## src/rtl/mbx_pkg.sv

```systemverilog
package mbx_pkg;

    localparam int WORD_W     = 32;
    localparam int CODE_W     = 8;
    localparam int SUB_W      = 4;
    localparam int LEN_W      = 5;
    localparam int ECODE_W    = 8;

    // command word field positions
    localparam int CODE_LSB   = 0;
    localparam int IRQREQ_BIT = 8;
    localparam int SUB_LSB    = 12;
    localparam int LEN_LSB    = 16;

    // status word field positions
    localparam int ST_BUSY    = 0;
    localparam int ST_ERR     = 1;
    localparam int ST_PEND    = 2;
    localparam int ST_ECODE   = 16;

    // register offsets
    localparam logic [7:0] OFF_CMD  = 8'h00;
    localparam logic [7:0] OFF_STS  = 8'h04;
    localparam logic [7:0] OFF_SPTR = 8'h08;
    localparam logic [7:0] OFF_DPTR = 8'h0C;
    localparam logic [7:0] OFF_WBUF = 8'h80;
    localparam logic [7:0] OFF_RBUF = 8'h90;

    typedef struct packed {
        logic [CODE_W-1:0] code;
        logic              irq_req;
        logic [SUB_W-1:0]  sub;
        logic [LEN_W-1:0]  len;
    } cmd_fields_t;

    typedef struct packed {
        logic cmd;
        logic sts;
        logic sptr;
        logic dptr;
        logic wbuf;
        logic rbuf;
    } hit_t;

endpackage

```

## src/rtl/mbx_decode.sv

```systemverilog
module mbx_decode
    import mbx_pkg::*;
#(
    parameter int ADDR_W    = 8,
    parameter int NUM_WORDS = 4,
    localparam int IDX_W    = (NUM_WORDS > 1) ? $clog2(NUM_WORDS) : 1
) (
    input  logic [ADDR_W-1:0] addr,
    output hit_t              hit,
    output logic [IDX_W-1:0]  wbuf_idx,
    output logic [IDX_W-1:0]  rbuf_idx
);

    localparam logic [ADDR_W-1:0] SPAN    = ADDR_W'(NUM_WORDS * 4);
    localparam logic [ADDR_W-1:0] A_CMD   = ADDR_W'(OFF_CMD);
    localparam logic [ADDR_W-1:0] A_STS   = ADDR_W'(OFF_STS);
    localparam logic [ADDR_W-1:0] A_SPTR  = ADDR_W'(OFF_SPTR);
    localparam logic [ADDR_W-1:0] A_DPTR  = ADDR_W'(OFF_DPTR);
    localparam logic [ADDR_W-1:0] A_WBUF  = ADDR_W'(OFF_WBUF);
    localparam logic [ADDR_W-1:0] A_RBUF  = ADDR_W'(OFF_RBUF);

    logic [ADDR_W-1:0] woff;
    logic [ADDR_W-1:0] roff;

    always_comb begin
        woff     = addr - A_WBUF;
        roff     = addr - A_RBUF;
        hit      = '0;
        hit.cmd  = (addr == A_CMD);
        hit.sts  = (addr == A_STS);
        hit.sptr = (addr == A_SPTR);
        hit.dptr = (addr == A_DPTR);
        hit.wbuf = (addr >= A_WBUF) && (woff < SPAN);
        hit.rbuf = (addr >= A_RBUF) && (roff < SPAN);
        wbuf_idx = woff[IDX_W+1:2];
        rbuf_idx = roff[IDX_W+1:2];
    end

endmodule

```

## src/rtl/mbx_wordbuf.sv

```systemverilog
module mbx_wordbuf
    import mbx_pkg::*;
#(
    parameter int NUM_WORDS = 4,
    localparam int IDX_W    = (NUM_WORDS > 1) ? $clog2(NUM_WORDS) : 1,
    localparam int FLAT_W   = NUM_WORDS * WORD_W
) (
    input  logic               clk,
    input  logic               rst_n,
    input  logic               wr_en,
    input  logic [IDX_W-1:0]   wr_idx,
    input  logic [WORD_W-1:0]  wr_data,
    input  logic               ld_en,
    input  logic [FLAT_W-1:0]  ld_data,
    input  logic [IDX_W-1:0]   rd_idx,
    output logic [WORD_W-1:0]  rd_data,
    output logic [FLAT_W-1:0]  flat
);

    logic [NUM_WORDS-1:0][WORD_W-1:0] words_d, words_q;

    always_comb begin
        words_d = words_q;
        for (int i = 0; i < NUM_WORDS; i++) begin
            if (ld_en) begin
                words_d[i] = ld_data[i*WORD_W +: WORD_W];
            end else if (wr_en && (wr_idx == IDX_W'(i))) begin
                words_d[i] = wr_data;
            end
        end
    end

    always_ff @(posedge clk) begin
        if (!rst_n) begin
            words_q <= '0;
        end else begin
            words_q <= words_d;
        end
    end

    generate
        for (genvar g = 0; g < NUM_WORDS; g++) begin : g_flat
            assign flat[g*WORD_W +: WORD_W] = words_q[g];
        end
    endgenerate

    assign rd_data = words_q[rd_idx];

endmodule

```

## src/rtl/mbx_ctrl.sv

```systemverilog
module mbx_ctrl
    import mbx_pkg::*;
(
    input  logic               clk,
    input  logic               rst_n,
    input  logic               cmd_we,
    input  logic               sts_we,
    input  logic               sptr_we,
    input  logic               dptr_we,
    input  logic [WORD_W-1:0]  wdata,
    input  logic               ctl_done,
    input  logic               ctl_err,
    input  logic [ECODE_W-1:0] ctl_err_code,
    output logic               busy,
    output logic               err,
    output logic               pend,
    output logic [ECODE_W-1:0] ecode,
    output cmd_fields_t        cmd,
    output logic               req,
    output logic [WORD_W-1:0]  sptr,
    output logic [WORD_W-1:0]  dptr,
    output logic               capture
);

    typedef struct packed {
        logic               busy;
        logic               err;
        logic               pend;
        logic [ECODE_W-1:0] ecode;
        cmd_fields_t        cmd;
        logic               req;
        logic [WORD_W-1:0]  sptr;
        logic [WORD_W-1:0]  dptr;
    } ctrl_state_t;

    ctrl_state_t st_d, st_q;
    logic        accept;

    always_comb begin
        st_d     = st_q;
        st_d.req = 1'b0;
        accept   = cmd_we && !st_q.busy;
        capture  = ctl_done && st_q.busy;

        if (accept) begin
            st_d.cmd.code    = wdata[CODE_LSB +: CODE_W];
            st_d.cmd.irq_req = wdata[IRQREQ_BIT];
            st_d.cmd.sub     = wdata[SUB_LSB +: SUB_W];
            st_d.cmd.len     = wdata[LEN_LSB +: LEN_W];
            st_d.busy        = 1'b1;
            st_d.req         = 1'b1;
            st_d.err         = 1'b0;
            st_d.ecode       = '0;
        end
        if (sptr_we && !st_q.busy) begin
            st_d.sptr = wdata;
        end
        if (dptr_we && !st_q.busy) begin
            st_d.dptr = wdata;
        end
        if (sts_we && wdata[ST_PEND]) begin
            st_d.pend = 1'b0;
        end
        // completion outranks a same-cycle acknowledge
        if (capture) begin
            st_d.busy  = 1'b0;
            st_d.err   = ctl_err;
            st_d.ecode = ctl_err_code;
            if (st_q.cmd.irq_req) begin
                st_d.pend = 1'b1;
            end
        end
    end

    always_ff @(posedge clk) begin
        if (!rst_n) begin
            st_q <= '0;
        end else begin
            st_q <= st_d;
        end
    end

    assign busy  = st_q.busy;
    assign err   = st_q.err;
    assign pend  = st_q.pend;
    assign ecode = st_q.ecode;
    assign cmd   = st_q.cmd;
    assign req   = st_q.req;
    assign sptr  = st_q.sptr;
    assign dptr  = st_q.dptr;

endmodule

```

## src/rtl/cmd_mailbox.sv

```systemverilog
module cmd_mailbox
    import mbx_pkg::*;
#(
    parameter int ADDR_W    = 8,
    parameter int NUM_WORDS = 4,
    localparam int IDX_W    = (NUM_WORDS > 1) ? $clog2(NUM_WORDS) : 1,
    localparam int FLAT_W   = NUM_WORDS * WORD_W
) (
    input  logic               clk,
    input  logic               rst_n,
    input  logic               bus_we,
    input  logic [ADDR_W-1:0]  bus_addr,
    input  logic [WORD_W-1:0]  bus_wdata,
    output logic [WORD_W-1:0]  bus_rdata,
    output logic               ctl_req,
    output logic [CODE_W-1:0]  ctl_code,
    output logic [SUB_W-1:0]   ctl_sub,
    output logic [LEN_W-1:0]   ctl_len,
    output logic [WORD_W-1:0]  ctl_sptr,
    output logic [WORD_W-1:0]  ctl_dptr,
    output logic [FLAT_W-1:0]  ctl_payload,
    input  logic               ctl_done,
    input  logic               ctl_err,
    input  logic [ECODE_W-1:0] ctl_err_code,
    input  logic [FLAT_W-1:0]  ctl_reply,
    output logic               irq_out
);

    hit_t               hit;
    logic [IDX_W-1:0]   wbuf_idx;
    logic [IDX_W-1:0]   rbuf_idx;
    logic               busy_w;
    logic               err_w;
    logic               pend_w;
    logic [ECODE_W-1:0] ecode_w;
    cmd_fields_t        cmd_w;
    logic               capture_w;
    logic [WORD_W-1:0]  wbuf_rd;
    logic [WORD_W-1:0]  rbuf_rd;
    logic [FLAT_W-1:0]  rbuf_flat;

    mbx_decode #(.ADDR_W(ADDR_W), .NUM_WORDS(NUM_WORDS)) u_dec (
        .addr     (bus_addr),
        .hit      (hit),
        .wbuf_idx (wbuf_idx),
        .rbuf_idx (rbuf_idx)
    );

    mbx_ctrl u_ctrl (
        .clk          (clk),
        .rst_n        (rst_n),
        .cmd_we       (bus_we && hit.cmd),
        .sts_we       (bus_we && hit.sts),
        .sptr_we      (bus_we && hit.sptr),
        .dptr_we      (bus_we && hit.dptr),
        .wdata        (bus_wdata),
        .ctl_done     (ctl_done),
        .ctl_err      (ctl_err),
        .ctl_err_code (ctl_err_code),
        .busy         (busy_w),
        .err          (err_w),
        .pend         (pend_w),
        .ecode        (ecode_w),
        .cmd          (cmd_w),
        .req          (ctl_req),
        .sptr         (ctl_sptr),
        .dptr         (ctl_dptr),
        .capture      (capture_w)
    );

    mbx_wordbuf #(.NUM_WORDS(NUM_WORDS)) u_wbuf (
        .clk     (clk),
        .rst_n   (rst_n),
        .wr_en   (bus_we && hit.wbuf && !busy_w),
        .wr_idx  (wbuf_idx),
        .wr_data (bus_wdata),
        .ld_en   (1'b0),
        .ld_data ('0),
        .rd_idx  (wbuf_idx),
        .rd_data (wbuf_rd),
        .flat    (ctl_payload)
    );

    mbx_wordbuf #(.NUM_WORDS(NUM_WORDS)) u_rbuf (
        .clk     (clk),
        .rst_n   (rst_n),
        .wr_en   (1'b0),
        .wr_idx  ('0),
        .wr_data ('0),
        .ld_en   (capture_w),
        .ld_data (ctl_reply),
        .rd_idx  (rbuf_idx),
        .rd_data (rbuf_rd),
        .flat    (rbuf_flat)
    );

    always_comb begin
        bus_rdata = '0;
        if (hit.cmd) begin
            bus_rdata[CODE_LSB +: CODE_W] = cmd_w.code;
            bus_rdata[IRQREQ_BIT]         = cmd_w.irq_req;
            bus_rdata[SUB_LSB +: SUB_W]   = cmd_w.sub;
            bus_rdata[LEN_LSB +: LEN_W]   = cmd_w.len;
        end else if (hit.sts) begin
            bus_rdata[ST_BUSY]               = busy_w;
            bus_rdata[ST_ERR]                = err_w;
            bus_rdata[ST_PEND]               = pend_w;
            bus_rdata[ST_ECODE +: ECODE_W]   = ecode_w;
        end else if (hit.sptr) begin
            bus_rdata = ctl_sptr;
        end else if (hit.dptr) begin
            bus_rdata = ctl_dptr;
        end else if (hit.wbuf) begin
            bus_rdata = wbuf_rd;
        end else if (hit.rbuf) begin
            bus_rdata = rbuf_rd;
        end
    end

    assign ctl_code = cmd_w.code;
    assign ctl_sub  = cmd_w.sub;
    assign ctl_len  = cmd_w.len;
    assign irq_out  = pend_w;

endmodule

```

## config.mk

```make
export PLATFORM = sky130hd
export DESIGN_NAME = cmd_mailbox
export DESIGN_NICKNAME = d
export VERILOG_FILES = /design/src/rtl/mbx_pkg.sv /design/src/rtl/mbx_decode.sv /design/src/rtl/mbx_wordbuf.sv /design/src/rtl/mbx_ctrl.sv /design/src/rtl/cmd_mailbox.sv
export SDC_FILE = /design/constraint.sdc
export NUM_CORES = 1
export LEC_CHECK = 0
export BUFFER_PORTS_ARGS = -buffer_cell sky130_fd_sc_hd__buf_2
export CAP_MARGIN = 20
export CORE_AREA = 3 3 189 191
export CTS_CLUSTER_DIAMETER = 60
export DETAILED_ROUTE_END_ITERATION = 16
export DIE_AREA = 0 0 192 194
export MAX_ROUTING_LAYER = met4
export PLACE_DENSITY = 0.87
export SETUP_SLACK_MARGIN = 0.4
export SLEW_MARGIN = 20
export SYNTH_ARGS = -nofsm -noshare
export SYNTH_HDL_FRONTEND = slang
export SYNTH_HIERARCHICAL = 1
export SYNTH_SLANG_ARGS = --single-unit
```

## constraint.sdc

```tcl
create_clock -name clk -period 2.5 [get_ports clk]
set_clock_uncertainty 0.1 [all_clocks]
set_input_delay 0.375 -clock clk [delete_from_list [all_inputs] [get_ports clk]]
set_output_delay 0.375 -clock clk [all_outputs]
set_load 0.05 [all_outputs]
```

==> results_dict.tcl, run 1 <==
set metrics [dict create \
    rsz0062_at_grt "yes" \
    rows 68 \
    violations "setup timing" \
    die-area_mm2 0.0372 \
    hold_class "in -> reg" \
    leakagePower_uw 0.0126 \
    nFillCells 2256 \
    required_ps 2030 \
    max_freq_mhz 378 \
    fin_ws_ps -146 \
    syn_avg_cell_area_um2 10.1 \
    worst-r2r-setup-slack_ps 500 \
    place_congestion 0.965 \
    synth_cell_types 54 \
    irDropWorstVdd_v 0.000515 \
    yosysWarnings 6 \
    met2_usage_pct 59.7 \
    start_kind "primary input" \
    met1_usage_pct 45.9 \
    htree_levels 2 \
    whs_path_depth 3 \
    grt_max_degree 137 \
    grt_antenna_before_repair 4 \
    routed_wl_um 74100 \
    tightest_slew_ps 685 \
    clkTransAtPathRegs_ps 60 \
    drt_iter0_drc 1988 \
    viasPerCell 6.15 \
    maxSlewHeadroom_pct 54.3 \
    hold_viol_final 0 \
    fin_crit_sh_pct 106 \
    vias 18700 \
    cts.sinks 350 \
    grtUsageMet3_pct 8.48 \
    place_ws_ps -284 \
    gr-usage-all-layers_pct 39.1 \
    grt_busiest_layer "met2" \
    dpl.hpwl_um 50900 \
    arrival_ps 2170 \
    slew_violations 0 \
    num_io_pins 424 \
    ys_ff_latch 350 \
    grt_pass1_wl_um 109000 \
    drive_above_1_share_pct 34.7 \
    finalNetCount 2735 \
    insertion_delay_ps 530 \
    cts_buffers 38 \
    synth-main-ff-cell "dfxtp_1" \
    area_growth_pct 38.3 \
    die_y_um 194 \
    dp.cells 2891 \
    grt_pass1_vias 18100 \
    final_cells 3040 \
    async_flop_share_pct 0 \
    crit_type "in -> out" \
    drc 0 \
    outcome "finished with violations" \
    grt_overflow_total 0 \
    syn_area_mm2 0.0187 \
    port_buffers 423 \
    cp_max_fo 4 \
    cts_tree "built" \
    start_util_pct 54.5 \
    core_area_mm2 0.0343 \
    p_per_area_mw_per_mm2 564 \
    postRouteAntennaNets 0 \
    seq_area_frac_synth_pct 37.5 \
    end_kind "output port" \
    die_width_um 192 \
    drv_cap 0 \
    setup_violations 31 \
    syn_inst 1842 \
    drtPass1Iterations 8 \
    cts.path.max_buffers 3 \
    synth_edf_count 0 \
    r2r_cells 5 \
    wire_per_inst_um 24.4 \
    min_period_ps 2650 \
    cts_root_buffer "clkbuf_16" \
]
## metal layers
layer / vias up / part of all wire, %
li1: 8140 / -
met1: 8957 / 36
met2: 1259 / 45
met3: 339 / 10
met4: 0 / 8.4
met5: - / 0
## Yosys cell counts (3+ instances only)
library cell / count / area [um^2]
a221oi_2: 10 / 150
nand3_1: 11 / 55.1
a21boi_1: 37 / 278
a21oi_1: 68 / 340
buf_4: 37 / 278
a21boi_0: 46 / 345
a22o_1: 9 / 78.8
a22oi_1: 9 / 67.6
nand3b_1: 4 / 30.0
and3b_1: 6 / 52.6
o211a_1: 192 / 1920
o21ai_1: 69 / 345
mux4_2: 64 / 1440
clkbuf_1: 69 / 259
buf_8: 12 / 180
buf_2: 67 / 335
and2_1: 5 / 31.3
or2_1: 8 / 50.1
nor2b_1: 18 / 113
dfxtp_1: 350 / 7010
nand2_1: 181 / 679
buf_6: 22 / 248
nand2b_1: 3 / 18.8
o221ai_1: 18 / 158
a221oi_1: 21 / 184
mux2i_1: 256 / 2560
o21ai_0: 204 / 1020
o41ai_2: 10 / 163
## logic make-up after synthesis
family          synth area share (%)
buf+inv                         7.02
simple gates                    6.61
flops                           37.5
mux                             21.4
compound gates                  27.4
other cells                   0.0201
## final timing paths
kind | from | end
max | bus_addr[7] | bus_rdata[22]
min | bus_wdata[10] | u_ctrl/sptr[10]
max reg2reg | u_ctrl/busy | u_rbuf/flat[64]
min reg2reg | u_rbuf/flat[51] | u_rbuf/flat[51]
## layout by cell type, fill, tap and decap left out, types with 5 or more instances in the layout
master | synthesis | routed
buf_2 | 67 | 386
dfxtp_1 | 350 | 294
conb_1 | 1 | 271
mux2i_1 | 256 | 256
o21ai_0 | 204 | 201
o211a_1 | 192 | 192
nand2_1 | 181 | 181
buf_4 | 37 | 116
a21oi_1 | 68 | 67
mux4_2 | 64 | 64
o21ai_1 | 69 | 57
dfxtp_2 | 0 | 54
buf_6 | 22 | 50
a21boi_0 | 46 | 46
clkbuf_16 | 0 | 39
buf_12 | 0 | 38
a21boi_1 | 37 | 37
a221oi_4 | 0 | 25
o221ai_4 | 0 | 14
nor2b_1 | 18 | 12
o21ai_4 | 0 | 11
nand3_1 | 11 | 11
o41ai_4 | 0 | 11
a22oi_1 | 9 | 9
clkbuf_8 | 0 | 9
dlygate4sd3_1 | 0 | 9
a22o_1 | 9 | 9
clkinv_2 | 0 | 7
clkbuf_1 | 69 | 7
buf_8 | 12 | 7
a221oi_2 | 10 | 6
or2_1 | 8 | 6
nor2b_4 | 1 | 5
and3b_1 | 6 | 5
and2_1 | 5 | 5
## sequential cells by signal (all words and copies together) (netlist names)
name and flops:
u_ctrl/cmd 18, u_ctrl/sptr 32, u_ctrl/ecode 8, u_ctrl/req 1
u_ctrl/dptr 32, u_rbuf/flat 128, u_ctrl/busy 1, u_ctrl/err 1
u_wbuf/flat 128, u_ctrl/pend 1
## final cells by class
class | count | area, um^2 | share of cell area, %
Multi-Input combinational cell | 1553 | 12500 | 48.3
Sequential cell | 350 | 7080 | 27.4
Timing Repair Buffer | 609 | 4410 | 17.1
Clock buffer | 55 | 1130 | 4.36
Tap cell | 455 | 569 | 2.20
Clock inverter | 12 | 141 | 0.547
Inverter | 2 | 12.5 | 0.0484
Antenna cell | 4 | 10.0 | 0.0387
## stage by stage
step / util, % / setup TNS, ps / power, uW / hold slack (ps) / instance area, um^2
floorplan: - / 0 / 7790 / 350 / 20300
global placement: 66.5 / -5480 / 8490 / 362 / 22800
detailed placement: 66.5 / -6450 / 8570 / 368 / 22800
CTS: 74.4 / -885 / 14400 / 22.3 / 25500
global route: 75.4 / -3110 / 14900 / 39.0 / 25800
finish: 75.4 / -2150 / 14600 / 38.4 / 25800
## worst max-delay path, cell delays in order
cell and delay (ps):
buf_8 100, nor4_4 250, buf_4 180, and4b_2 290, nand2b_4 170, buf_6 120
o221ai_4 100, a221oi_4 350, buf_6 210
## what timing repair did
action                                  4_1_cts  5_1_grt
endpoints found under the setup margin       32       47
gates cloned                                  4        0
hold buffers                                  9        0
setup buffers                                47       18
resized for setup                           214       31
endpoints found under the hold margin         9        0
pin swaps                                    43       15
## power by group
part,internal [uW],leakage [uW],switching [uW]
registers,5860,0.00289,207
clock network,3440,0.000628,2370
logic,976,0.00913,1710
total,10300,0.0126,4290
Power figures use the tool's default switching activity.
==> run 2, diff against run 1 <==
--- a/config.mk
+++ b/config.mk
@@ -7,12 +7,12 @@
 export LEC_CHECK = 0
 export BUFFER_PORTS_ARGS = -buffer_cell sky130_fd_sc_hd__buf_2
 export CAP_MARGIN = 20
-export CORE_AREA = 3 3 189 191
+export CORE_AREA = 2 2 188 190
 export CTS_CLUSTER_DIAMETER = 60
 export DETAILED_ROUTE_END_ITERATION = 16
-export DIE_AREA = 0 0 192 194
+export DIE_AREA = 0 0 190 192
 export MAX_ROUTING_LAYER = met4
-export PLACE_DENSITY = 0.87
+export PLACE_DENSITY = 0.82
 export SETUP_SLACK_MARGIN = 0.4
 export SLEW_MARGIN = 20
 export SYNTH_ARGS = -nofsm -noshare
==> run 2 against run 1 <==
Net effect:
- the flow still finishes with violations (setup timing)
- count of clock-buffer cells in the layout decreased by 1
- worst hold slack got worse by 20 ps
- non-clock buffer count decreased by 1
- utilization increased by 0.34 points
- sequential power about the same
- die area decreased by 2.1%
- first-iteration DRC count decreased by 0.25%
- clock power increased by 5.9%
- sequential cell count unchanged
- largest cell class unchanged
==> results_dict.tcl, run 2 (same netlist as run 1, synthesis figures left out) <==
set metrics [dict create \
    report.power.total_uw 14900 \
    cts_root_buffer "clkbuf_16" \
    setup_violations 29 \
    irDropWorstVdd_v 0.000445 \
    rows 68 \
    rsz0062_at_grt "yes" \
    p_per_area_mw_per_mm2 572 \
    gr-usage-all-layers_pct 38.8 \
    cts.sinks 350 \
    port_buffers 423 \
    post-route-util_pct 75.7 \
    core_area_mm2 0.0343 \
    postRouteAntennaNets 0 \
    cts.path.max_buffers 3 \
    arrival_ps 2160 \
    drtPass1Iterations 5 \
    grt_pass1_wl_um 106000 \
    violations "setup timing" \
    num_io_pins 424 \
    hold_class "in -> reg" \
    vias 18400 \
    nFillCells 2324 \
    required_ps 2030 \
    grt_max_degree 137 \
    start_kind "primary input" \
    fin_crit_sh_pct 105 \
    dpl.hpwl_um 49700 \
    area_growth_pct 38.9 \
    drc 0 \
    final_cell_mix "buf_2, dfxtp_1, conb_1, mux2i_1, o21ai_0" \
    insertion_delay_ps 520 \
    leakagePower_uw 0.0127 \
    cp_max_fo 4 \
    max_freq_mhz 379 \
    grt_pass1_vias 17500 \
    cts_buffers 41 \
    grt_antenna_before_repair 2 \
    min_period_ps 2640 \
    wire_per_inst_um 23.8 \
    slew_violations 0 \
    start_util_pct 54.5 \
    cts_tree "built" \
    outcome "finished with violations" \
    viasPerCell 6.06 \
    place_congestion 1.00 \
    hold_viol_final 0 \
    routed_wl_um 72600 \
    drive_above_1_share_pct 34.7 \
    grt_overflow_total 0 \
    htree_levels 2 \
    die_y_um 192 \
    finalNetCount 2738 \
    clkTransAtPathRegs_ps 60 \
    crit_type "in -> out" \
    layout_commonest_cell "buf_2" \
    drv_cap 0 \
    fin_ws_ps -135 \
    end_kind "output port" \
    die_width_um 190 \
    drt_iter0_drc 1983 \
    die-area_mm2 0.0365 \
]
## run 2: path summary, 6_finish.rpt
| check | slack (ps) | endpoint | depth (start not counted) | startpoint |
|---|---|---|---|---|
| setup / recovery | -140 | bus_rdata[23] | 8 | bus_addr[7] |
| hold / removal | 20 | u_ctrl/ecode[7] | 2 | ctl_err_code[7] |
| setup reg to reg | 430 | u_rbuf/flat[9] | 5 | u_ctrl/busy |
| hold reg to reg | 380 | u_ctrl/cmd[3] | 2 | u_ctrl/cmd[3] |
## run 2: report_power, final
| part | internal (uW) | switching (uW) | total, uW | leakage (uW) |
|---|---|---|---|---|
| registers | 5860 | 221 | 6080 | 0.00288 |
| clock network | 3710 | 2430 | 6150 | 0.000675 |
| logic | 969 | 1670 | 2640 | 0.00915 |
## run 2: worst max-delay path: stages
cell,delay [ps]
buf_8,100
nor4_4,380
and4b_2,330
nand2b_4,160
buf_6,120
o221ai_4,100
a221oi_4,370
buf_6,210
## run 2: cell type report
class                           instances  area (um^2)  area share (%)
Multi-Input combinational cell       1554        12500            48.1
Clock inverter                         19          233           0.897
Antenna cell                            2         5.00          0.0193
Inverter                                2         10.0          0.0386
Clock buffer                           54         1130            4.37
Timing Repair Buffer                  608         4440            17.1
Sequential cell                       350         7070            27.2
Tap cell                              455          569            2.19
## run 2: repair_timing
action	in CTS	in global routing
endpoints found under the setup margin	32	85
cloned	4	2
endpoints found under the hold margin	7	0
buffers inserted	39	11
pin swaps	39	14
resized for setup	190	39
hold buffers	7	0
## run 2: routing by layer
| metal | wire length (um) | track usage [%] |
|---|---|---|
| met1 | 27100 | 47.3 |
| met2 | 33200 | 60.8 |
| met3 | 7110 | 5.66 |
| met4 | 5230 | 24.7 |
| met5 | 0 | - |
## run 2: stage by stage
| stage | setup slack, ps | hold slack [ps] | instances | setup TNS (ps) | instance area, um^2 |
|---|---|---|---|---|---|
| after CTS | -69.4 | 8.02 | 3029 | -585 | 25600 |
| final | -135 | 18.6 | 3044 | -1900 | 26000 |
| after detailed placement | -222 | 357 | 2906 | -5810 | 23000 |
| after global routing | -150 | 9.08 | 3044 | -2490 | 26000 |
| after global placement | -210 | 358 | 2906 | -5200 | 23000 |
| after floorplan | 83.4 | 350 | 2112 | 0 | 20300 |
